`config.mk`:
```
export PLATFORM = sky130hd
export DESIGN_NAME = ipi_cmd_seq
export DESIGN_NICKNAME = d
export VERILOG_FILES = /design/src/rtl/ipi_seq_pkg.sv /design/src/rtl/ipi_cmd_decode.sv /design/src/rtl/ipi_target_walker.sv /design/src/rtl/ipi_boot_fsm.sv /design/src/rtl/ipi_cmd_seq.sv
export SDC_FILE = /design/constraint.sdc
export NUM_CORES = 1
export LEC_CHECK = 0
export BUFFER_PORTS_ARGS = -buffer_cell sky130_fd_sc_hd__buf_2
export CORE_UTILIZATION = 45
export CTS_CLUSTER_SIZE = 30
export DETAILED_ROUTE_END_ITERATION = 8
export PLACE_DENSITY = 0.82
export SLEW_MARGIN = 40
export SYNTH_ARGS = -nofsm -noshare
export SYNTH_HDL_FRONTEND = slang
export SYNTH_HIERARCHICAL = 1
export SYNTH_SLANG_ARGS = --single-unit
```
`constraint.sdc`:
```
create_clock -name clk -period 2.93 [get_ports clk]
set_input_delay 0.586 -clock clk [delete_from_list [all_inputs] [get_ports clk]]
set_output_delay 0.586 -clock clk [all_outputs]
set_load 0.02 [all_outputs]
```
`src/rtl/ipi_seq_pkg.sv`:
```
// Package: shared field positions, delivery-mode codes and startup states
// for the interrupt command sequencer.
package ipi_seq_pkg;
    localparam int VEC_W   = 8;
    localparam int ADDR_W  = VEC_W + 12;
    localparam int DM_LSB  = 8;
    localparam int LVL_BIT = 14;
    localparam int SH_LSB  = 18;

    localparam logic [2:0] DM_FIXED = 3'b000;
    localparam logic [2:0] DM_NMI   = 3'b100;
    localparam logic [2:0] DM_INIT  = 3'b101;
    localparam logic [2:0] DM_START = 3'b110;

    localparam logic [1:0] SH_FIELD = 2'b00;
    localparam logic [1:0] SH_SELF  = 2'b01;
    localparam logic [1:0] SH_ALL   = 2'b10;
    localparam logic [1:0] SH_OTHER = 2'b11;

    typedef enum logic [1:0] {
        BOOT_INIT = 2'b00,
        BOOT_WAIT = 2'b01,
        BOOT_RUN  = 2'b10
    } boot_st_e;
endpackage

```
`src/rtl/ipi_cmd_decode.sv`:
```
// Module: ipi_cmd_decode
// Purely combinational decode of a full 64-bit command. It produces the
// delivery target mask, the startup requests and the unhandled class.
// Assumes: NCPU >= 2, and that self_idx < NCPU.
module ipi_cmd_decode
    import ipi_seq_pkg::*;
#(
    parameter int NCPU = 4,
    localparam int IDXW = $clog2(NCPU)
) (
    input  logic [63:0]      cmd,
    input  logic             x2_mode,
    input  logic [IDXW-1:0]  self_idx,
    input  logic [NCPU-1:0]  act_mask,
    output logic             dlv_en,
    output logic             dlv_nmi,
    output logic [NCPU-1:0]  dlv_mask,
    output logic [VEC_W-1:0] vec,
    output logic [IDXW-1:0]  dest_idx,
    output logic             init_req,
    output logic             sipi_req,
    output logic             unh
);
    logic [31:0]     dest_val;
    logic            dest_in;
    logic            boot_ok;
    logic [NCPU-1:0] dest_oh;
    logic [NCPU-1:0] self_oh;
    logic [2:0]      mode;
    logic [1:0]      sh;

    // Field extraction and destination range checks.
    always_comb begin
        dest_val = x2_mode ? cmd[63:32] : {24'b0, cmd[63:56]};
        dest_in  = dest_val < 32'(NCPU);
        boot_ok  = dest_in && (dest_val != 32'd0) && (self_idx == '0);
        dest_idx = dest_val[IDXW-1:0];
        dest_oh  = dest_in ? (NCPU'(1) << dest_idx) : '0;
        self_oh  = NCPU'(1) << self_idx;
        mode     = cmd[DM_LSB +: 3];
        sh       = cmd[SH_LSB +: 2];
        vec      = cmd[VEC_W-1:0];
    end

    // Classify the delivery mode and build the target set.
    always_comb begin
        dlv_en   = 1'b0;
        dlv_nmi  = 1'b0;
        dlv_mask = '0;
        init_req = 1'b0;
        sipi_req = 1'b0;
        unh      = 1'b0;
        case (mode)
            DM_FIXED, DM_NMI: begin
                dlv_en  = 1'b1;
                dlv_nmi = (mode == DM_NMI);
                case (sh)
                    SH_FIELD: dlv_mask = dest_oh;
                    SH_SELF:  dlv_mask = self_oh;
                    SH_ALL:   dlv_mask = act_mask;
                    SH_OTHER: dlv_mask = act_mask & ~self_oh;
                    default:  dlv_mask = '0;
                endcase
            end
            DM_INIT: begin
                if (cmd[LVL_BIT]) begin
                    if (boot_ok) init_req = 1'b1;
                    else         unh      = 1'b1;
                end
            end
            DM_START: begin
                if (boot_ok) sipi_req = 1'b1;
                else         unh      = 1'b1;
            end
            default: unh = 1'b1;
        endcase
    end
endmodule

```
`src/rtl/ipi_target_walker.sv`:
```
// Module: ipi_target_walker
// Holds a target mask and serves the lowest set bit each cycle, driving a
// one-hot fixed or NMI strobe. Assumes load is only asserted when idle.
module ipi_target_walker
    import ipi_seq_pkg::*;
#(
    parameter int NCPU = 4
) (
    input  logic             clk,
    input  logic             rst_n,
    input  logic             load,
    input  logic [NCPU-1:0]  load_mask,
    input  logic             load_nmi,
    input  logic [VEC_W-1:0] load_vec,
    output logic [NCPU-1:0]  fix_vld,
    output logic [NCPU-1:0]  nmi_vld,
    output logic [VEC_W-1:0] vec_out,
    output logic             busy
);
    logic [NCPU-1:0]  mask_q;
    logic             nmi_q;
    logic [VEC_W-1:0] vec_q;
    logic [NCPU-1:0]  low_oh;

    // Isolate the lowest pending target.
    always_comb low_oh = mask_q & (~mask_q + NCPU'(1));

    // Load a new mask or retire the target served this cycle.
    always_ff @(posedge clk) begin
        if (!rst_n) begin
            mask_q <= '0;
            nmi_q  <= 1'b0;
            vec_q  <= '0;
        end else if (load) begin
            mask_q <= load_mask;
            nmi_q  <= load_nmi;
            vec_q  <= load_vec;
        end else begin
            mask_q <= mask_q & ~low_oh;
        end
    end

    // Route the current target onto the strobe of its kind.
    always_comb begin
        fix_vld = nmi_q ? '0 : low_oh;
        nmi_vld = nmi_q ? low_oh : '0;
        vec_out = vec_q;
        busy    = |mask_q;
    end
endmodule

```
`src/rtl/ipi_boot_fsm.sv`:
```
// Module: ipi_boot_fsm
// One three-state startup tracker per processor. Processor 0 resets to
// running and the rest to INIT. Requests are pre-qualified by the caller.
module ipi_boot_fsm
    import ipi_seq_pkg::*;
#(
    parameter int NCPU = 4,
    localparam int IDXW = $clog2(NCPU)
) (
    input  logic              clk,
    input  logic              rst_n,
    input  logic              init_req,
    input  logic              sipi_req,
    input  logic [IDXW-1:0]   tgt,
    output logic [2*NCPU-1:0] st_flat,
    output logic              sipi_ok
);
    boot_st_e st_q [NCPU];

    for (genvar i = 0; i < NCPU; i++) begin : g_cpu
        localparam boot_st_e RST_ST = (i == 0) ? BOOT_RUN : BOOT_INIT;
        // Advance this processor's startup state.
        always_ff @(posedge clk) begin
            if (!rst_n) begin
                st_q[i] <= RST_ST;
            end else if (tgt == IDXW'(i)) begin
                if (init_req && st_q[i] == BOOT_INIT)      st_q[i] <= BOOT_WAIT;
                else if (sipi_req && st_q[i] == BOOT_WAIT) st_q[i] <= BOOT_RUN;
            end
        end
        // Expose the state on the flattened output.
        always_comb st_flat[2*i +: 2] = st_q[i];
    end

    // A startup is accepted only when its target is waiting.
    always_comb sipi_ok = sipi_req && (st_q[tgt] == BOOT_WAIT);
endmodule

```
`src/rtl/ipi_cmd_seq.sv`:
```
// Module: ipi_cmd_seq (top)
// Interrupt command register front end: high-word store, command decode,
// per-target serialised delivery, startup sequencing and unhandled flag.
// Assumes: writes are only taken while ready is high; wr_lo and wr_hi are
// not asserted together.
module ipi_cmd_seq
    import ipi_seq_pkg::*;
#(
    parameter int NCPU = 4,
    localparam int IDXW = $clog2(NCPU)
) (
    input  logic              clk,
    input  logic              rst_n,
    input  logic              wr_lo,
    input  logic              wr_hi,
    input  logic [63:0]       wr_data,
    input  logic              x2_mode,
    input  logic [IDXW-1:0]   self_idx,
    input  logic [NCPU-1:0]   act_mask,
    output logic              ready,
    output logic              busy,
    output logic [NCPU-1:0]   fix_vld,
    output logic [VEC_W-1:0]  fix_vec,
    output logic [NCPU-1:0]   nmi_vld,
    output logic              start_vld,
    output logic [IDXW-1:0]   start_tgt,
    output logic [ADDR_W-1:0] start_addr,
    output logic              unhandled,
    output logic [2*NCPU-1:0] boot_st
);
    logic [31:0]      hi_q;
    logic [63:0]      cmd;
    logic             acc;
    logic             dlv_en, dlv_nmi, init_req, sipi_req, unh, sipi_ok;
    logic [NCPU-1:0]  dlv_mask;
    logic [VEC_W-1:0] dec_vec;
    logic [IDXW-1:0]  dest_idx;

    // Store the legacy high word when the block can take writes.
    always_ff @(posedge clk) begin
        if (!rst_n)                          hi_q <= '0;
        else if (wr_hi && ready && !x2_mode) hi_q <= wr_data[31:0];
    end

    // Assemble the full command and qualify the trigger.
    always_comb begin
        cmd = x2_mode ? wr_data : {hi_q, wr_data[31:0]};
        acc = wr_lo && ready;
    end

    ipi_cmd_decode #(.NCPU(NCPU)) u_dec (
        .cmd      (cmd),
        .x2_mode  (x2_mode),
        .self_idx (self_idx),
        .act_mask (act_mask),
        .dlv_en   (dlv_en),
        .dlv_nmi  (dlv_nmi),
        .dlv_mask (dlv_mask),
        .vec      (dec_vec),
        .dest_idx (dest_idx),
        .init_req (init_req),
        .sipi_req (sipi_req),
        .unh      (unh)
    );

    ipi_target_walker #(.NCPU(NCPU)) u_walk (
        .clk       (clk),
        .rst_n     (rst_n),
        .load      (acc && dlv_en),
        .load_mask (dlv_mask),
        .load_nmi  (dlv_nmi),
        .load_vec  (dec_vec),
        .fix_vld   (fix_vld),
        .nmi_vld   (nmi_vld),
        .vec_out   (fix_vec),
        .busy      (busy)
    );

    ipi_boot_fsm #(.NCPU(NCPU)) u_boot (
        .clk      (clk),
        .rst_n    (rst_n),
        .init_req (acc && init_req),
        .sipi_req (acc && sipi_req),
        .tgt      (dest_idx),
        .st_flat  (boot_st),
        .sipi_ok  (sipi_ok)
    );

    // Register the start and unhandled pulses for one cycle.
    always_ff @(posedge clk) begin
        if (!rst_n) begin
            start_vld  <= 1'b0;
            start_tgt  <= '0;
            start_addr <= '0;
            unhandled  <= 1'b0;
        end else begin
            start_vld  <= sipi_ok;
            start_tgt  <= dest_idx;
            start_addr <= {dec_vec, 12'h000};
            unhandled  <= acc && unh;
        end
    end

    // Writes are accepted only between walks.
    always_comb ready = !busy;
endmodule

```
* Word level (Yosys, flattened, before mapping)
Memories as Yosys holds them, arrays and structs flattened. Index checks and enable logic that the tools add are counted.
Cells by class: shifts and indexed selects 2, bitwise logic cells 14, reductions and logical operators 31, equality and inequality tests 14, $add $sub $neg 1, mux-type cells 62, order comparisons 1
Operators by type and width (number):
- 64-bit 2-to-1 mux | 1
- 1-bit 2-to-1 mux | 45
- 32-bit by 3-bit less-than comparator with 1-bit output, second input constant | 1
- 32-bit 2-to-1 mux | 1
- 32-bit nonzero test | 1
- 4-bit 2-to-1 mux | 5
- 1-bit logical AND | 18
- 2-bit 2-to-1 mux | 8
- 4-bit one-hot mux with 4 select lines | 1
- 2-bit by 1-bit == test with 1-bit output, second input constant | 7
- 2-bit logical NOT | 7
- 4-bit bitwise AND | 3
- 4-bit NOT | 3
- 3-bit == test, second input constant | 3
- 2-bit == test, second input constant | 4
- 1-bit OR | 8
- 1-bit by 2-bit << shifter with 4-bit output, first input constant | 2
- 4-bit by 1-bit adder with 4-bit output, second input constant | 1
- 4-bit OR reduction | 1
- 3-bit logical NOT | 1
- 1-bit one-hot mux with 3 select lines | 1
- 1-bit logical NOT | 2
- 2-bit OR reduction | 1
Word-level totals: bits of input ports 75, memory bits (writable) 8, output and inout bits 50, register bits 69, memories 1
Memories:
- u_boot.st_q | words 4, bits a word 2, rd ports 5, clocked after memory_dff 0, write ports 4, line ipi_boot_fsm.sv:18 | boot_st_e st_q [NCPU];

* Longest topological paths before layout
Gate-level depths: netlist of the first run.
depth in word-level cells 16, depth in mapped cells 11

* Cells and area by module
Netlist of the first run, hierarchy kept.
Modules (own cells, without submodules):
- ipi_cmd_seq | cells an instance 219, sequential area each 880.8 µm², area an instance 2144.6 µm², times used 1
- ipi_target_walker | cells an instance 57, sequential area each 260.2 µm², area an instance 590.6 µm², times used 1
- ipi_boot_fsm | cells an instance 34, sequential area each 240.2 µm², area an instance 441.7 µm², times used 1
- ipi_cmd_decode | cells an instance 59, sequential area each 0.0 µm², area an instance 422.9 µm², times used 1

* Worst setup path after synthesis of the first run
OpenSTA, ideal clock, no wires.
path type input-to-reg, start point in x2_mode, end point mem u_boot/st_q[0][1] in the netlist's numbering (data pin), stages 10, setup slack -163 ps, required time 2665 ps, arrival 2827 ps, library setup time 265 ps, buffers on the path 2, path through buf_6 -> buf_2 -> mux2_2 -> or4_4 -> nor3_4 -> nand3_1 -> nor3_1 -> and2_1 -> nand2_1 -> or3_1
RTL lines:
- start, declared | line ipi_cmd_seq.sv:17 | input logic x2_mode,
- end, declared | line ipi_boot_fsm.sv:18

==> results of run 1 <==
## stage by stage
step	TNS, ns	worst slack [ns]	hold WS [ns]
after floorplan	-0.0476	-0.0476	0.432
after global placement	-1.56	-0.195	0.441
after detailed placement	-2.85	-0.274	0.447
after CTS	0	0.0826	0.461
after global routing	0	0.00170	0.466
final	0	0.140	0.458
## power breakdown
part           internal, µW  switching (µW)
combinational           171             187
sequential              939            20.3
clock                   401             382
total                  1510             590
## synthesized netlist by cell type (all sizes together) (3+ instances only)
cell type | n | area [µm²]
mux2 | 32 | 360
nand2 | 73 | 274
nor3 | 7 | 51.3
dfxtp | 57 | 1140
o21ai | 9 | 45.0
buf | 35 | 299
a41oi | 3 | 26.3
and3 | 6 | 37.5
xnor2 | 3 | 26.3
edfxtp | 8 | 240
mux2i | 47 | 478
and2 | 18 | 113
a2111oi | 4 | 50.1
nor2 | 4 | 15.0
clkbuf | 5 | 18.8
inv | 5 | 18.8
nor4 | 6 | 37.5
nor2b | 17 | 106
## timing repair
item | in CTS | in global routing
setup endpoints to repair | 0 | 13
setup buffers | 0 | 1
resized for setup | 0 | 4
## worst paths after layout
kind | startpoint | end | slack [ns] | cells after the start
worst max-delay path | x2_mode | u_boot/st_q[0][1]$_SDFFCE_PP1P_ | 0.14 | 12
worst min-delay path | hi_q[12]$_SDFFE_PN0P_ | hi_q[12]$_SDFFE_PN0P_ | 0.46 | 2
worst max register to register | hi_q[29]$_SDFFE_PN0P_ | u_boot/st_q[0][1]$_SDFFCE_PP1P_ | 0.44 | 8
worst min register to register | hi_q[12]$_SDFFE_PN0P_ | hi_q[12]$_SDFFE_PN0P_ | 0.46 | 2
## layer usage
| layer | wire length [µm] | global-route usage, % | vias up | part of all wire (%) |
|---|---|---|---|---|
| li1 | - | - | 1486 | - |
| met1 | 3810 | 25.1 | 1432 | 45 |
| met2 | 4160 | 36.0 | 90 | 49 |
| met3 | 439 | 5.61 | 9 | 5.2 |
| met4 | 111 | 6.22 | 0 | 1.3 |
| met5 | 0 | 0 | - | 0 |
## flip-flops by register name, indices dropped and copies added (netlist names)
name / flops
hi_q: 32
start_addr: 8
start_tgt: 2
start_vld: 1
u_boot/st_q: 8
u_walk/mask_q: 4
u_walk/nmi_q: 1
u_walk/vec_out: 8
unhandled: 1
## layout make-up
class / instances / area, µm²
fill: 706 / 3280
multi-input combinational: 270 / 1950
sequential: 65 / 1380
timing repair buffer: 139 / 766
tap: 102 / 128
clock buffer: 9 / 124
clock inverter: 7 / 76.3
inverter: 5 / 18.8
## worst max-delay path: stages
cell,delay [ns]
clkbuf_4,0.20
buf_4,0.19
buf_4,0.13
mux2_2,0.33
nor4_1,0.26
nand2_1,0.12
o21ai_2,0.20
nand3_1,0.13
nor3_2,0.18
and2_4,0.18
nand2_2,0.05
or3_1,0.31
## cell usage in the layout (no fill, tap or decap), types with 5 or more instances in the layout
master,n
nor4_1,5
nor2b_1,17
o21ai_1,7
conb_1,12
and2_1,17
buf_4,27
dfxtp_1,57
edfxtp_1,8
clkbuf_8,9
buf_2,111
mux2_2,32
nand2_1,72
and3_1,6
mux2i_1,45
## kinds of logic after synthesis
family	Yosys count	share of synthesized area [%]
flip-flops	65	38.4
AND/OR/NAND/NOR	155	23.6
other	1	0.104
AO/OA/AOI/OAI	20	4.28
buffers and inverters	45	9.35
XOR/XNOR	4	0.973
multiplexers	79	23.3
==> metrics.csv, run 1 <==
stage;metric;value;unit
outcome;status;complete, no violations;
cts;cts_tree;built;
cells_and_area;drive_gt1_share;42.6;%
sta;finalHoldViolCount;0;
routing;wl_per_cell;14.3;µm
synth;syn_area;0.00360;mm²
cells_and_area;final_core_utilization;57.5;%
routing;drtIter0Drc;82;
routing;postRouteAntennaNets;0;
synth;ys_warn_count;6;
worst_setup_path;arrival;2.88;ns
cts;ctsHoldBuffers;0;
worst_setup_path;critPathLaunchType;input pin;
routing;drcViolationCount;0;
cells_and_area;nNetsFinal;565;
cts;clockBufferDepth;2;
cells_and_area;diodes;0;
worst_setup_path;critPathCaptureType;register;
pwr;ir_worst_vdd;0.000296;V
synth;synth-edff-count;8;
routing;vias;3017;
floorplanning;core;0.00773;mm²
cts;clk_pin_slew;0.07;ns
sta;slew_violations;0;
sta;finalCritPeriodShare;95.2;%
cts;root_buffer;clkbuf_8;
worst_setup_path;cp.required;3.02;ns
floorplanning;io_pins;125;
placement;hpwl;6.37;mm
pwr;power;2100;µW
synth;synthFlopType;dfxtp_1;
floorplanning;design.die.area;0.00836;mm²
routing;routed_wl;8.51;mm
synth;netlist_instances;369;
placement;dp.cells;580;
placement;gp_congestion;0.769;
placement;place_area;0.00422;mm²
global_routing;grt_start_max_net_pins;48;
cells_and_area;finalNonFillerCells;597;
pwr;power_density;472;mW/mm²
sta;finClkSkew;0.0127;ns
cells_and_area;final_area;0.00445;mm²
synth;synth-seq-area-share;38.4;%
placement;port_buffers;112;
cts;cts_made_buffers;9;
worst_setup_path;crit_type;input pin to register;
cells_and_area;area_growth_syn_to_layout;23.5;%
synth;synthArstFlopShare;0;%
global_routing;track_usage;20.8;%
global_routing;grt_first_pass_wirelength;13.6;mm
floorplanning;die_h;91.4;µm
cts;htreeDepth;3;
pwr;p_leak;0.00200;µW
global_routing;grt_antenna_before_repair;0;
sta;setup_viol;0;
flow_run;cap_violations;0;
global_routing;globalRouteOverflowTotal;0;
sta;finalCriticalPeriod;2.79;ns
cts;clk-insertion-delay-late;0.35;ns
worst_setup_path;crit_path_max_fanout;12;
floorplanning;start_util;46.6;%
synth;ys_ff_latch;65;
routing;dr.pass1.iters;4;
sta;fmax;358;MHz
hold_path;hold_class;register to register;
routing;vias_per_cell;5.05;
global_routing;first_global_vias;2913;
floorplanning;die_w;91.4;µm
floorplanning;fp-row-count;32;
synth;netlist-cell-type-count;53;
synth;avgSynthCellArea;9.76;µm²
sta;rsz0062_at_grt;no;
cts;cts_sinks;65;
Note: power is estimated with default switching activity, not from simulation.
==> inputs of run 2 (changes only) <==
RECOVER_POWER = 100   (was default)
==> metrics.csv, run 2 (synthesis results as in run 1) <==
stage;metric;value;unit;change
global_routing;grt_first_pass_wirelength;13.6;mm;unchanged
cts;clk_pin_slew;0.07;ns;about the same
worst_setup_path;critPathLaunchType;input pin;;
outcome;violations;capacitance limit, slew limit;;
cells_and_area;finalNonFillerCells;597;;unchanged
worst_setup_path;critPathSlowestCell;mux2_2;;
cts;clockBufferDepth;2;;unchanged
routing;dr.pass1.iters;4;;unchanged
hold_path;hold_class;register to register;;
flow_run;cap_violations;1;;+1
global_routing;globalRouteOverflowTotal;0;;unchanged
sta;max_slew_margin;-11.9;%;
placement;hpwl;6.37;mm;unchanged
routing;drcViolationCount;0;;unchanged
cts;htreeDepth;3;;unchanged
cells_and_area;final_common_cell;buf_2;;
placement;dp.cells;580;;unchanged
cells_and_area;nNetsFinal;565;;unchanged
worst_setup_path;cp_common_cell;buf_4;;
floorplanning;start_util;46.6;%;unchanged
floorplanning;core;0.00773;mm²;unchanged
floorplanning;die_h;91.4;µm;unchanged
worst_setup_path;arrival;2.88;ns;about the same
floorplanning;die_w;91.4;µm;unchanged
sta;finalCritPeriodShare;95.2;%;about the same
outcome;status;complete, but fails checks;;
global_routing;grt_antenna_before_repair;0;;unchanged
global_routing;track_usage;20.8;%;unchanged
placement;port_buffers;112;;unchanged
cells_and_area;drive_gt1_share;34.3;%;-8.3 points
cts;cts_sinks;65;;unchanged
worst_setup_path;cp.required;3.02;ns;about the same
global_routing;grt_start_max_net_pins;48;;unchanged
global_routing;first_global_vias;2913;;unchanged
worst_setup_path;crit_path_max_fanout;12;;unchanged
routing;vias;3007;;-0.33%
sta;finalHoldViolCount;0;;unchanged
routing;vias_per_cell;5.04;;-0.33%
sta;fmax;358;MHz;about the same
routing;routed_wl;8.57;mm;+0.69%
cts;ctsHoldBuffers;0;;unchanged
sta;worstMarginPinSlew;1.68;ns;
sta;slew_violations;48;;+48
pwr;p_leak;0.00185;µW;-7.9%
floorplanning;fp-row-count;32;;unchanged
cells_and_area;final_area;0.00437;mm²;-1.7%
routing;drtIter0Drc;80;;-2.4%
floorplanning;design.die.area;0.00836;mm²;unchanged
sta;setup_viol;0;;unchanged
sta;rsz0062_at_grt;no;;
cells_and_area;diodes;0;;unchanged
cts;root_buffer;clkbuf_8;;
cts;clk-insertion-delay-late;0.35;ns;about the same
placement;gp_congestion;0.769;;unchanged
floorplanning;io_pins;125;;unchanged
sta;finClkSkew;0.0146;ns;+0.00198 ns
cells_and_area;final_cell_mix;74 x buf_2, 72 x nand2_1, 57 x dfxtp_1, 45 x mux2i_1, 39 x clkbuf_1;;
worst_setup_path;critPathCaptureType;register;;
sta;tns;0;ns;unchanged
worst_setup_path;max_stage_delay;0.33;ns;about the same
worst_setup_path;crit_type;input pin to register;;
worst_setup_path;crit_chain;clkbuf_4 > buf_4 > buf_4 > mux2_2 > nor4_1 > nand2_1 > o21ai_2 > nand3_1 > nor3_2 > and2_4 > nand2_2 > or3_1;;
cts;cts_tree;built;;
placement;place_area;0.00422;mm²;unchanged
cells_and_area;regMostFlops;hi_q;;
routing;wl_per_cell;14.4;µm;+0.69%
pwr;power;2100;µW;-0.23%
pwr;ir_worst_vdd;0.000298;V;+0.69%
routing;postRouteAntennaNets;0;;unchanged
cells_and_area;area_growth_syn_to_layout;21.4;%;
sta;finalCriticalPeriod;2.79;ns;+0.000519 ns
cts;cts_made_buffers;9;;unchanged
cells_and_area;largest_reg_flops;32;;unchanged
pwr;power_density;479;mW/mm²;+1.5%
==> run 2: metal layers <==
layer / up-vias / global-route usage (%) / routed length [µm]
met2: 104 / 36.0 / 4170
met3: 9 / 5.61 / 528
met1: 1410 / 25.1 / 3760
met4: 0 / 6.22 / 111
li1: 1484 / - / -
met5: - / 0 / 0
==> run 2: per-stage QoR <==
step                setup WS, ns  util, %  hold slack, ns
finish                     0.139     56.6           0.458
global route             0.00179     56.6           0.466
CTS                       0.0826     57.2           0.461
detailed placement        -0.274     54.6           0.447
global placement          -0.195     54.6           0.441
floorplan                -0.0476        -           0.432
==> run 2: timing repair <==
action | 4_1_cts | 5_1_grt
resized for setup | 0 | 4
endpoints found under the setup margin | 0 | 13
buffers inserted | 0 | 1
==> run 2: final cells by class <==
type / count / area [µm²]
fillers: 730 / 3360
multi-input cells: 270 / 1940
flip-flops and latches: 65 / 1380
repair buffers: 139 / 707
well taps: 102 / 128
clock buffers: 9 / 124
clock inverters: 7 / 76.3
inverters: 5 / 18.8
==> run 2: critical path: cells and delay by family <==
family / cells / cell delay [ns]
buffers and inverters: 3 / 0.52
and+or+nand+nor: 7 / 1.24
AOI/OAI and AO/OA: 1 / 0.20
muxes: 1 / 0.33
==> run 2: worst paths after layout <==
path                                           to                   startpoint  cells past startpoint  slack [ns]
setup / recovery  u_boot/st_q[0][1]$_SDFFCE_PP1P_                      x2_mode                     12        0.14
hold / removal              hi_q[14]$_SDFFE_PN0P_        hi_q[14]$_SDFFE_PN0P_                      2        0.46
setup reg to reg            hi_q[18]$_SDFFE_PN0P_  u_walk/mask_q[0]$_SDFF_PN0_                      5        0.35
hold reg to reg             hi_q[14]$_SDFFE_PN0P_        hi_q[14]$_SDFFE_PN0P_                      2        0.46
==> run 2: where the power goes <==
| group | leakage (µW) | internal [µW] | total [µW] | switching (µW) |
|---|---|---|---|---|
| logic | 0.00120 | 165 | 351 | 186 |
| clock network | 0.000105 | 401 | 785 | 384 |
| registers | 0.000546 | 939 | 960 | 20.7 |
